--- config.mk ---
export PLATFORM = sky130hd
export DESIGN_NAME = dbg_entry_seq
export DESIGN_NICKNAME = d
export VERILOG_FILES = /design/src/rtl/dbg_entry_seq.sv
export SDC_FILE = /design/constraint.sdc
export NUM_CORES = 1
export LEC_CHECK = 0
export ABC_AREA = 1
export CORE_UTILIZATION = 45
export DETAILED_ROUTE_END_ITERATION = 10
export DONT_BUFFER_PORTS = 1
export GPL_TIMING_DRIVEN = 1
export PLACE_DENSITY = 0.62
export SETUP_SLACK_MARGIN = 0.2
export SLEW_MARGIN = 5
export SYNTH_ARGS = -nofsm -noshare
export SYNTH_HDL_FRONTEND = slang
export SYNTH_SLANG_ARGS = --single-unit
--- constraint.sdc ---
create_clock -name clk -period 1.6 [get_ports clk]
set_input_delay 0.32 -clock clk [delete_from_list [all_inputs] [get_ports clk]]
set_output_delay 0.32 -clock clk [all_outputs]
set_load 0.05 [all_outputs]
--- src/rtl/dbg_entry_seq.sv ---
module dbg_entry_seq #(
  parameter int MODE_W = 5,
  parameter logic [MODE_W-1:0] ABT_MODE = 5'h17
) (
  input  logic              clk,
  input  logic              rst_n,
  input  logic [MODE_W-1:0] cur_mode_i,
  input  logic [MODE_W-1:0] exc_mode_i,
  input  logic              bp_hit_i,
  input  logic              wp_hit_i,
  input  logic              dbg_req_i,
  input  logic              insn_done_i,
  input  logic              exc_abort_i,
  input  logic              exc_irq_i,
  input  logic              exc_other_i,
  input  logic              mode_chg_i,
  input  logic              vec_fetch_i,
  input  logic              sysacc_i,
  input  logic              sysabt_i,
  input  logic              restart_i,
  output logic              entry_o,
  output logic              active_o,
  output logic [2:0]        cause_o,
  output logic [MODE_W-1:0] entry_mode_o,
  output logic              no_refetch_o
);

  localparam logic [2:0] C_BP   = 3'd0;
  localparam logic [2:0] C_WP   = 3'd1;
  localparam logic [2:0] C_WPEX = 3'd2;
  localparam logic [2:0] C_REQ  = 3'd3;
  localparam logic [2:0] C_SABT = 3'd4;

  typedef enum logic [1:0] {S_RUN, S_WMODE, S_WVEC, S_HALT} st_t;

  st_t              st;
  logic             req_pend;
  logic [2:0]       pend_cause;
  logic [MODE_W-1:0] pend_mode;

  logic              exc_any;
  logic              req_seen;
  logic              defer;
  logic              take;
  logic [2:0]        take_cause;
  logic [MODE_W-1:0] take_mode;

  assign exc_any  = exc_abort_i | exc_irq_i | exc_other_i;
  assign req_seen = dbg_req_i | req_pend;
  assign defer    = (st == S_RUN) & wp_hit_i & exc_any;

  always_comb begin
    take       = 1'b0;
    take_cause = C_BP;
    take_mode  = cur_mode_i;
    if (st == S_RUN && !defer) begin
      if (bp_hit_i) begin
        take       = 1'b1;
        take_cause = C_BP;
      end else if (wp_hit_i) begin
        take       = 1'b1;
        take_cause = C_WP;
      end else if (req_seen && insn_done_i) begin
        take       = 1'b1;
        take_cause = C_REQ;
      end
    end else if (st == S_WVEC && vec_fetch_i) begin
      take       = 1'b1;
      take_cause = pend_cause;
      take_mode  = pend_mode;
    end
  end

  always_ff @(posedge clk or negedge rst_n) begin
    if (!rst_n) begin
      st           <= S_RUN;
      req_pend     <= 1'b0;
      pend_cause   <= C_BP;
      pend_mode    <= '0;
      entry_o      <= 1'b0;
      cause_o      <= C_BP;
      entry_mode_o <= '0;
      no_refetch_o <= 1'b0;
    end else begin
      entry_o <= 1'b0;
      if (take) begin
        st           <= S_HALT;
        entry_o      <= 1'b1;
        cause_o      <= take_cause;
        entry_mode_o <= take_mode;
        no_refetch_o <= (take_cause == C_REQ);
        req_pend     <= 1'b0;
      end else begin
        case (st)
          S_RUN: begin
            if (defer) begin
              st         <= S_WMODE;
              pend_cause <= C_WPEX;
              pend_mode  <= exc_abort_i ? ABT_MODE : exc_mode_i;
            end
            if (dbg_req_i) req_pend <= 1'b1;
          end
          S_WMODE: if (mode_chg_i) st <= S_WVEC;
          S_WVEC:  ;
          S_HALT: begin
            if (sysacc_i && sysabt_i) begin
              st         <= S_WMODE;
              pend_cause <= C_SABT;
              pend_mode  <= ABT_MODE;
            end else if (restart_i) begin
              st <= S_RUN;
            end
          end
          default: st <= S_RUN;
        endcase
      end
    end
  end

  assign active_o = (st == S_HALT);

endmodule

==> flow_summary_export.csv <==
group,metric,value,unit
status,status,"completed",
layout,stdcell_area,0.00115,sq mm
routing,ant_nets,0,
global_routing,grt_pass1_wl,3.31,mm
timing,worst_slack,0.236,ns
power,intPower,1.24,mW
placement,dp_cells,151,
routing,drc,0,
layout,fillers,216,
critical_path,r2r_start,"st[0]",
yosys,postSynthAreaPerCell,8.12,sq um
die,dieHeight,49.3,microns
timing,period_needed,1.36,ns
critical_path,crit_family,"flip-flops",
power,pwr-share-clk,11.3,%
layout,multi_input_area,429,sq um
power,ir_drop,0.970,mV
critical_path,start_kind,"flop",
routing,dr.pass1.iters,4,
yosys,synthesis.area,0.00101,sq mm
power,p_leak,0.609,nW
clocking,cts_tree,"done",
critical_path,crit_slowest_cell,"dfrtp_2",
yosys,synth_top_area_share,49.7,%
timing,setup-violations-final,0,
layout,synthToLayoutAreaGrowth,14.0,%
yosys,synth_area_leader_cell,"dfrtp_1",
die,io_pins,35,
clocking,path_clk_slew,0.10,ns
timing,setup_tns,0,ns
die,coreArea,0.00204,sq mm
critical_path,critPathCaptureType,"primary output",
timing,fmax,0.733,GHz
yosys,yosysUniqueCellTypes,24,
layout,final_cells,162,
layout,mostFrequentLayoutCells,"nand2_1, dfrtp_1, nor2_1",
yosys,synth-seq-cells,20,
layout,drive_above_1_share,21.5,%
run,max_cap_violations,0,
global_routing,grt.total_usage,18.0,%
power,p_total,2.50,mW
timing,slew_viol_final,0,
routing,drt-wirelength-per-cell,11.6,microns
placement,io_buffers,0,
placement,dpl-instance-area,0.00104,sq mm
critical_path,critPathLaunch,"st[0]",
die,dieArea,0.00243,sq mm
clocking,cts_max_path_buffers,2,
yosys,ys_warn_count,0,
clocking,cts_sinks,20,
yosys,syn_inst,124,
clocking,numCtsBuffers,3,
critical_path,path_max_fanout,6,
global_routing,grt_max_degree,21,
placement,preCtsSetupSlack,0.252,ns
timing,rsz0062_at_grt,"true",
routing,wl,1.88,mm
routing,dr_total_vias,813,
timing,skew,0.00132,ns
timing,holdWs,0.102,ns
layout,antenna_cells,0,
critical_path,critical_path_class,"reg -> out",
clocking,htree_levels,1,
timing,relSlewSlack,42.4,%
critical_path,cp.arrival,1.04,ns
layout,nets,160,
yosys,syn_nets,148,
critical_path,path_cells,"nand2_1 > clkinv_2 > buf_6",
critical_path,slowest_delay,0.46,ns
global_routing,grt_pass1_vias,776,
power,p_seq_share,50.0,%
min_path,hp-class,"in -> reg",
clocking,clk_latency,0.29,ns
critical_path,crit_buf_inv,2,
critical_path,worstPathRequired,1.28,ns
die,initial_core_util,49.3,%
routing,wl_met2,828,microns
routing,dr_wl_met3,123,microns
timing,worstMarginPinSlew,0.861,ns
timing,fin_crit_sh,85.3,%
die,die_x,49.3,microns
placement,place_congestion,0.851,
routing,wl_met1,930,microns
layout,regArea,503,sq um
power,p_per_area,2180,mW/mm^2
clocking,root_buffer,"clkbuf_4",
global_routing,grt_antenna_before_repair,0,
power,sw_frac_of_total,50.6,%
yosys,yosysSeqAreaShare,49.7,%
routing,maxUsedRoutingLayer,"met3",
routing,avgViaCountPerCell,5.02,
placement,place_hpwl,1.43,mm
yosys,synthTopCellsByArea,"dfrtp_1, nand2_1, o21ai_1",
layout,mostFrequentLayoutCell,"nand2_1",
global_routing,grt.overflow.total,0,
timing,finalHoldViolCount,0,
power,p_sw,1.27,mW
power,p_comb_share,38.7,%
min_path,hp-start,"bp_hit_i",
die,core.rowCount,16,
routing,drt-initial-drc-count,19,
layout,final_core_util,56.3,%
==> worst reg2reg max path: cells and delay by family, from the launching register on <==
family | cells | cell delay (ns)
AND/OR/NAND/NOR | 4 | 0.56
flip-flops | 1 | 0.46
AO/OA/AOI/OAI | 1 | 0.05
buffers and inverters | 1 | 0.11
==> cells by family (layout without fill, tap and decap cells) <==
kind of cell           Yosys count  count (layout)  share of synthesized area, %
AO/OA/AOI/OAI                   20              20                          12.1
AND/OR/NAND/NOR                 66              66                          30.6
flip-flops                      20              20                          49.7
buffers and inverters           18              29                          7.70
==> registers in the layout (all words and copies together), names as in the netlist <==
signal and cells:
pend_cause 2, req_pend 1, entry_mode_o 5, st 2, no_refetch_o 1, pend_mode 5
cause_o 3, entry_o 1
==> cell type report <==
type | instances | share of cell area, %
sequential | 20 | 43.8
multi-input combinational | 86 | 37.4
clock buffer | 4 | 3.16
inverter | 17 | 5.88
tap | 27 | 2.94
timing repair buffer | 8 | 6.86
==> cell usage after synthesis, drive strengths merged <==
cell,n
buf,1
o21ai,10
o211ai,2
nand2,42
a31o,1
nor2,14
nor3,1
nand3,7
clkinv,1
a21oi,7
nand3b,2
dfrtp,20
inv,16
==> layer usage <==
layer / up-vias / global-route usage (%)
li1: 416 / -
met3: 0 / 7.79
met2: 29 / 28.8
met4: 0 / 2.94
met5: - / 0
met1: 368 / 22.8
==> power groups by stage <==
stage               registers, mW  clock network, mW  logic (mW)
CTS                          1.25              0.298       0.931
global route                 1.28              0.325        1.10
detailed placement           1.28                  0       0.807
floorplan                    1.25                  0       0.682
finish                       1.25              0.282       0.969
global placement             1.28                  0       0.799
==> worst paths after layout <==
path / endpoint / slack [ns] / cells after the start
worst max-delay path: active_o / 0.24 / 3
worst min-delay path: cause_o[0] / 0.10 / 1
worst max register to register: pend_mode[0] / 0.30 / 6
worst min register to register: pend_cause[1] / 0.50 / 2
max in group asynchronous: st[0] / 0.44 / 1
min in group asynchronous: pend_cause[1] / 0.57 / 1
==> repair_timing <==
action / 4_1_cts / 5_1_grt
hold buffers: 1 / 0
setup endpoints to repair: 1 / 13
gates resized for setup: 3 / 0
hold endpoints to repair: 20 / 0
gates cloned: 0 / 0
buffers inserted: 4 / 2
pin swaps: 0 / 1
Note: power is estimated with default switching activity, not from simulation.
